File: config.mk
export PLATFORM = sky130hd
export DESIGN_NAME = smm_window_ctl
export DESIGN_NICKNAME = d
export VERILOG_FILES = /design/src/rtl/smm_pkg.sv /design/src/rtl/smm_cfg_reg.sv /design/src/rtl/smm_window_decode.sv /design/src/rtl/smm_rsp_stage.sv /design/src/rtl/smm_window_ctl.sv
export SDC_FILE = /design/constraint.sdc
export NUM_CORES = 1
export LEC_CHECK = 0
export ABC_AREA = 1
export BUFFER_PORTS_ARGS = -buffer_cell sky130_fd_sc_hd__buf_2
export CORE_ASPECT_RATIO = 0.7
export CORE_MARGIN = 3
export CORE_UTILIZATION = 47
export CTS_CLUSTER_SIZE = 25
export DETAILED_ROUTE_END_ITERATION = 7
export PLACE_DENSITY_LB_ADDON = 0.3
export SYNTH_ARGS = -nofsm -noshare
export SYNTH_HDL_FRONTEND = slang
export SYNTH_SLANG_ARGS = --single-unit
File: constraint.sdc
create_clock -name clk -period 2.3 [get_ports clk]
set_input_delay 0 -clock clk [delete_from_list [all_inputs] [get_ports clk]]
set_output_delay 0 -clock clk [all_outputs]
set_load 0.05 [all_outputs]
File: src/rtl/smm_pkg.sv
package smm_pkg;
  localparam int CFG_DW     = 8;
  localparam int BIT_GEN    = 3;
  localparam int BIT_LOCK   = 4;
  localparam int BIT_CLOSED = 5;
  localparam int BIT_OPEN   = 6;
  localparam int BIT_RSVD   = 7;
  localparam logic [2:0] BASE_SEG_CODE = 3'b010;

  typedef struct packed {
    logic open;
    logic closed;
    logic lock;
    logic gen;
  } smm_ctl_t;

  localparam smm_ctl_t CTL_RESET = '{open: 1'b0, closed: 1'b0, lock: 1'b0, gen: 1'b0};

  typedef struct packed {
    logic hit;
    logic to_dram;
    logic to_pci;
  } smm_route_t;
endpackage

File: src/rtl/smm_cfg_reg.sv
module smm_cfg_reg
  import smm_pkg::*;
#(
  parameter int               CFG_AW = 8,
  parameter logic [CFG_AW-1:0] OFFSET = 8'h72
) (
  input  logic              clk,
  input  logic              rst_n,
  input  logic              wr_en,
  input  logic [CFG_AW-1:0] addr,
  input  logic [CFG_DW-1:0] wdata,
  output logic [CFG_DW-1:0] rdata,
  output smm_ctl_t          ctl
);
  logic sel;
  logic unused_wbits;

  assign sel          = (addr == OFFSET);
  assign unused_wbits = ^{wdata[BIT_RSVD], wdata[2:0]};

  always_ff @(posedge clk or negedge rst_n) begin
    if (!rst_n) begin
      ctl <= CTL_RESET;
    end else if (wr_en && sel) begin
      ctl.closed <= wdata[BIT_CLOSED];
      if (!ctl.lock) begin
        ctl.gen  <= wdata[BIT_GEN];
        ctl.lock <= wdata[BIT_LOCK];
        ctl.open <= wdata[BIT_OPEN] & ~wdata[BIT_LOCK];
      end
    end
  end

  always_comb begin
    rdata = '0;
    if (sel) begin
      rdata[2:0]        = BASE_SEG_CODE;
      rdata[BIT_GEN]    = ctl.gen;
      rdata[BIT_LOCK]   = ctl.lock;
      rdata[BIT_CLOSED] = ctl.closed;
      rdata[BIT_OPEN]   = ctl.open;
    end
  end
endmodule

File: src/rtl/smm_window_decode.sv
module smm_window_decode
  import smm_pkg::*;
#(
  parameter int                ADDR_W   = 32,
  parameter logic [ADDR_W-1:0] WIN_BASE = 32'h000A_0000,
  parameter int                WIN_LOG2 = 17
) (
  input  logic [ADDR_W-1:0] addr,
  input  logic              smm,
  input  logic              code,
  input  logic              ext_en,
  input  smm_ctl_t          ctl,
  output smm_route_t        route
);
  localparam int TAG_W = ADDR_W - WIN_LOG2;
  localparam logic [TAG_W-1:0] WIN_TAG = WIN_BASE[ADDR_W-1:WIN_LOG2];

  logic in_win;
  logic active;
  logic open_ok;
  logic smm_ok;
  logic grant;

  assign in_win  = (addr[ADDR_W-1:WIN_LOG2] == WIN_TAG);
  assign active  = ctl.gen & ~ext_en;
  assign open_ok = ctl.open & ~ctl.lock;
  assign smm_ok  = smm & (~ctl.closed | code);
  assign grant   = active & (open_ok | smm_ok);

  always_comb begin
    route.hit     = in_win;
    route.to_dram = in_win & grant;
    route.to_pci  = in_win & ~grant;
  end
endmodule

File: src/rtl/smm_rsp_stage.sv
module smm_rsp_stage
  import smm_pkg::*;
#(
  parameter int ADDR_W = 32
) (
  input  logic              clk,
  input  logic              rst_n,
  input  logic              in_valid,
  output logic              in_ready,
  input  logic [ADDR_W-1:0] in_addr,
  input  smm_route_t        in_route,
  output logic              out_valid,
  input  logic              out_ready,
  output logic [ADDR_W-1:0] out_addr,
  output smm_route_t        out_route
);
  logic take;

  assign in_ready = ~out_valid | out_ready;
  assign take     = in_valid & in_ready;

  always_ff @(posedge clk or negedge rst_n) begin
    if (!rst_n) begin
      out_valid <= 1'b0;
    end else if (take) begin
      out_valid <= 1'b1;
    end else if (out_ready) begin
      out_valid <= 1'b0;
    end
  end

  always_ff @(posedge clk or negedge rst_n) begin
    if (!rst_n) begin
      out_addr  <= '0;
      out_route <= '0;
    end else if (take) begin
      out_addr  <= in_addr;
      out_route <= in_route;
    end
  end
endmodule

File: src/rtl/smm_window_ctl.sv
module smm_window_ctl
  import smm_pkg::*;
#(
  parameter int                ADDR_W     = 32,
  parameter int                CFG_AW     = 8,
  parameter logic [CFG_AW-1:0] CTL_OFFSET = 8'h72,
  parameter logic [ADDR_W-1:0] WIN_BASE   = 32'h000A_0000,
  parameter int                WIN_LOG2   = 17
) (
  input  logic              clk,
  input  logic              rst_n,
  input  logic              cfg_wr_en,
  input  logic [CFG_AW-1:0] cfg_addr,
  input  logic [CFG_DW-1:0] cfg_wdata,
  output logic [CFG_DW-1:0] cfg_rdata,
  input  logic              ext_win_en,
  output logic              smm_lock,
  input  logic              req_valid,
  output logic              req_ready,
  input  logic [ADDR_W-1:0] req_addr,
  input  logic              req_smm,
  input  logic              req_code,
  output logic              rsp_valid,
  input  logic              rsp_ready,
  output logic [ADDR_W-1:0] rsp_addr,
  output logic              rsp_hit,
  output logic              rsp_to_dram,
  output logic              rsp_to_pci
);
  smm_ctl_t   ctl;
  smm_route_t route_d;
  smm_route_t route_q;

  smm_cfg_reg #(.CFG_AW(CFG_AW), .OFFSET(CTL_OFFSET)) u_reg (
    .clk(clk), .rst_n(rst_n), .wr_en(cfg_wr_en), .addr(cfg_addr),
    .wdata(cfg_wdata), .rdata(cfg_rdata), .ctl(ctl)
  );

  smm_window_decode #(.ADDR_W(ADDR_W), .WIN_BASE(WIN_BASE), .WIN_LOG2(WIN_LOG2)) u_dec (
    .addr(req_addr), .smm(req_smm), .code(req_code), .ext_en(ext_win_en),
    .ctl(ctl), .route(route_d)
  );

  smm_rsp_stage #(.ADDR_W(ADDR_W)) u_stage (
    .clk(clk), .rst_n(rst_n),
    .in_valid(req_valid), .in_ready(req_ready), .in_addr(req_addr), .in_route(route_d),
    .out_valid(rsp_valid), .out_ready(rsp_ready), .out_addr(rsp_addr), .out_route(route_q)
  );

  assign smm_lock    = ctl.lock;
  assign rsp_hit     = route_q.hit;
  assign rsp_to_dram = route_q.to_dram;
  assign rsp_to_pci  = route_q.to_pci;
endmodule

# Word-level counts from Yosys, hierarchy flattened
# Cells that the tools add are included.
# totals
ff_bits,40
latchBits,0
mem_count,0
elab_cells,35
out_inout_bits,46
ramBits,0
mem_bits_ro,0
# op_classes
n_shift,0
eq_ne,2
reduce_logical,3
multipliers,0
order_cmp,0
n_bitwise,17
n_mux,4
div,0
addsub,0
# op_table
cell,count
equality test 15 x 3 -> 1 bit (second input constant),1
AND 1 bit,8
equality test 8 x 7 -> 1 bit (second input constant),1
two-way mux 7 bit,1
NOT 1 bit,6
OR 1 bit,3
two-way mux 1 bit,2
two-way mux 2 bit,1
AND reduction 2 bit,1
nonzero test 2 bit,1
logical AND 1 bit,1

# Longest topological paths before layout
# depth
word_depth,7
mapped_depth,8
ltp_nobuf,8

# Hierarchy
# From an unflattened synthesis, not the netlist that was laid out.
# hier_totals
hier_cells,240
hier_area_um2,2039.5
# by_module_without_submodules
mod,area_per_inst_um2,instances,seq_area_each_um2,cells_each
smm_rsp_stage,1597.8,1,900.9,156
smm_cfg_reg,324.1,1,100.1,54
smm_window_decode,117.6,1,0.0,30

# Least setup slack after synthesis
# OpenSTA, ideal clock, no wires.
# synth_path
path_kind,register -> output
start,"register, netlist name u_reg.ctl[1]"
end,output cfg_rdata[4]
path_stages_with_launch,3
arrival_time_ps,1480
setup_slack_ps,820
path_buffers,0
cell_sequence,dfrtp_1 inv_1 nor2_1
# synth_via
elab_chain_cells,1
# synth_rtl
element,line,rtl
two-way mux 7 bit,smm_cfg_reg.sv:36,if (sel) begin
to (decl),smm_window_ctl.sv:15,"output logic [CFG_DW-1:0] cfg_rdata,"
# Every way passes these cells.

# Worst setup path after layout
# layout_path
start,register u_stage.out_valid
end,register u_stage.out_addr[15]
# layout_via
elab_chain_cells,3
# layout_rtl
element,line,rtl
from (decl),smm_rsp_stage.sv:12,"output logic out_valid,"
from (signal assigned),smm_rsp_stage.sv:24,out_valid <= 1'b0;
from (signal assigned),smm_rsp_stage.sv:26,out_valid <= 1'b1;
from (signal assigned),smm_rsp_stage.sv:28,out_valid <= 1'b0;
NOT 1 bit,smm_rsp_stage.sv:19,assign in_ready = ~out_valid | out_ready;
OR 1 bit,smm_rsp_stage.sv:19,
AND 1 bit,smm_rsp_stage.sv:20,assign take = in_valid & in_ready;
to (signal assigned),smm_rsp_stage.sv:37,out_addr <= in_addr;
to (decl),smm_rsp_stage.sv:14,"output logic [ADDR_W-1:0] out_addr,"
# Every way passes these cells.
# A chain may end at the register's enable or synchronous reset.

==> flow_metrics.env <==
export IMPL_status="finished, final reports clean"
export IMPL_first_pass_iters=4
export IMPL_yosysSeqAreaShare_pct=55.2
export IMPL_r2r_slack_ns=1.05
export IMPL_start_kind="flip-flop"
export IMPL_finalCritPeriodShare_pct=54.4
export IMPL_antenna_found_initial=0
export IMPL_start_util_pct=50.3
export IMPL_avgRoutedWirePerCell_um=11.5
export IMPL_synth_seq_cells=40
export IMPL_clock_path_buffers=2
export IMPL_drcViolationCount=0
export IMPL_r2r_end="u_stage.out_addr[15]"
export IMPL_hp_start="rsp_ready"
export IMPL_io_pins=102
export IMPL_synth_xor_area_share_pct=0
export IMPL_worst_pin_slew_ns=0.856
export IMPL_core_um2=3600
export IMPL_reg2reg_depth=5
export IMPL_grt_ovfl_total=0
export IMPL_hold_depth=4
export IMPL_grtUsageTotal_pct=21.3
export IMPL_place_congestion=0.724
export IMPL_min_path_type="primary input to flip-flop"
export IMPL_synth_top_family_by_area="simple AND/OR/NAND/NOR gates"
export IMPL_synthesis_area_um2=1810
export IMPL_diodes=0
export IMPL_synthToLayoutAreaGrowth_pct=50.3
export IMPL_clock_skew_ns=0.00331
export IMPL_rows=18
export IMPL_clock_latency_ns=0.28
export IMPL_synthSimpleGateAreaFrac_pct=32.3
export IMPL_final_layout_size_suffix_gt1_share_pct=31.2
export IMPL_path_class="flip-flop to flip-flop"
export IMPL_grt_setup_unrepaired="no"
export IMPL_cts_tree="done"
export IMPL_vias_per_cell=4.45
export IMPL_cts_root_buf="clkbuf_8"
export IMPL_worstPathMaxFanout=46
export IMPL_die_area_um2=4650
export IMPL_hold_violations=0
export IMPL_portBuffers=94
export IMPL_max_slew_margin_pct=43.0
export IMPL_grt_pass1_wl_um=7640
export IMPL_end_kind="flip-flop"
export IMPL_power_mw=1.93
export IMPL_die_w_um=80.3
export IMPL_p_leak_nw=1.59
export IMPL_post_cts_buffers=0
export IMPL_cts_htree_levels=2
export IMPL_syn_area_per_cell_um2=8.03
export IMPL_fin_crit_ns=1.25
export IMPL_nets=411
export IMPL_synthMuxAreaShare_pct=0
export IMPL_drv_cap=0
export IMPL_cts_made_buffers=5
export IMPL_r2r_start="u_stage.out_valid"
export IMPL_wirelength_um=4670
export IMPL_vias=1806
export IMPL_drt_iter0_drc=87
export IMPL_synthAdderAreaFrac_pct=0
export IMPL_grt_max_degree=47
export IMPL_finalMaxSlewViolations=0
export IMPL_cp_required_ns=2.53
export IMPL_peakVddDrop_mv=0.481
export IMPL_fmax_mhz=799
export IMPL_dp_hpwl_um=2930
export IMPL_grt_pass1_vias=1671
export IMPL_worstPathArrival_ns=1.48
export IMPL_setup_viol_count_final=0
export IMPL_fin_setup_tns_ns=0
export IMPL_yosysWarnings=0
export IMPL_cts_sinks=40
export IMPL_p_per_area_nw_per_um2=708
export IMPL_die_y_um=58.0
export IMPL_drtAntennaViolNets=0
export IMPL_synth_cell_types=17
export IMPL_hold_end="u_stage.out_valid"
export IMPL_synthCells=226
export IMPL_clk_pin_slew_ns=0.07
export IMPL_synth_compound_area_share_pct=2.48
## timing repair
action | 4_1_cts | 5_1_grt
gates resized for setup | 0 | 0
endpoints found under the hold margin | 76 | 0
hold buffers | 36 | 0
## cells in the mapped netlist
master / number / area, µm²
buf_4: 8 / 60.1
buf_6: 2 / 22.5
conb_1: 1 / 3.75
dfrtp_1: 40 / 1000
inv_1: 24 / 90.1
inv_4: 1 / 6.26
nand2_1: 114 / 428
nand2_2: 1 / 6.26
nand2_4: 1 / 11.3
nand2_8: 1 / 20.0
nand3_1: 5 / 25.0
nor2_1: 13 / 48.8
nor2_2: 4 / 25.0
nor2_4: 1 / 11.3
nor3_2: 1 / 10.0
o21ai_0: 1 / 5.00
o21ai_1: 8 / 40.0
## through the flow
stage / std cells / area [µm²] / utilization, % / hold slack, ns / setup slack, ns
finish: 406 / 2730 / 75.7 / 0.0237 / 1.05
global route: 406 / 2730 / 75.7 / 0.0447 / 0.936
global placement: 362 / 2270 / 63.1 / 0.162 / 1.11
CTS: 406 / 2730 / 75.7 / 0.0183 / 1.06
detailed placement: 362 / 2270 / 63.1 / 0.162 / 1.07
floorplan: 228 / 1820 / - / -0.296 / 0.820
## cell type report
| class | count | area, µm² |
|---|---|---|
| Sequential cell | 40 | 1000 |
| Fill cell | 275 | 877 |
| Timing Repair Buffer | 130 | 831 |
| Multi-Input combinational cell | 153 | 642 |
| Inverter | 25 | 96.3 |
| Clock buffer | 7 | 86.3 |
| Tap cell | 50 | 62.6 |
| Clock inverter | 1 | 7.51 |
## worst max-delay path, cell delays in order, from the launching register on
cell and delay (ns):
dfrtp_1 0.41, nand2_4 0.11, nand2_8 0.19, inv_4 0.28
nand2_1 0.11, nand2_1 0.07
## worst max path at each step
| stage | from | endpoint | slack, ns | cells after the start |
|---|---|---|---|---|
| final | u_stage.out_valid | u_stage.out_addr[15] | 1.05 | 5 |
| after global routing | u_stage.out_valid | u_stage.out_addr[17] | 0.94 | 5 |
| after CTS | u_stage.out_valid | u_stage.out_addr[4] | 1.06 | 5 |
| after detailed placement | u_stage.out_valid | u_stage.out_addr[12] | 1.07 | 5 |
| after global placement | u_stage.out_valid | u_stage.out_addr[7] | 1.11 | 5 |
| after floorplan | u_reg.ctl[1] | cfg_rdata[4] | 0.82 | 2 |
## sequential cells by signal (all words and copies together) (netlist names)
name / cells
u_stage.out_addr: 32
u_reg.ctl: 4
u_stage.out_route: 3
u_stage.out_valid: 1
## per-layer routing
metal	global-route usage (%)	wire length, µm
met5	0	0
met4	4.34	17
met3	5.28	314
met2	36.4	2230
met1	27.8	2110
## power by group
group / internal, mW / switching, mW
Clock: 0.244 / 0.226
Combinational: 0.172 / 0.462
Sequential: 0.784 / 0.0429
## placed cells by master, fill, tap and decap left out
master,n
nand2_4,1
clkinvlp_4,1
buf_2,94
nor2_4,1
dfrtp_1,40
nand2_2,1
nor2_1,13
dlygate4sd3_1,36
nand2_8,1
nand3_1,5
inv_4,1
inv_1,24
nor2_2,4
clkbuf_1,1
o21ai_0,1
nor3_2,1
nand2_1,114
clkbuf_8,6
conb_1,3
o21ai_1,8
## logic make-up after synthesis
kind of cell    count (synthesis)
other cells                     1
simple gates                  141
compound gates                  9
buf+inv                        35
flops                          40
Note: power is estimated with default switching activity, not from simulation.
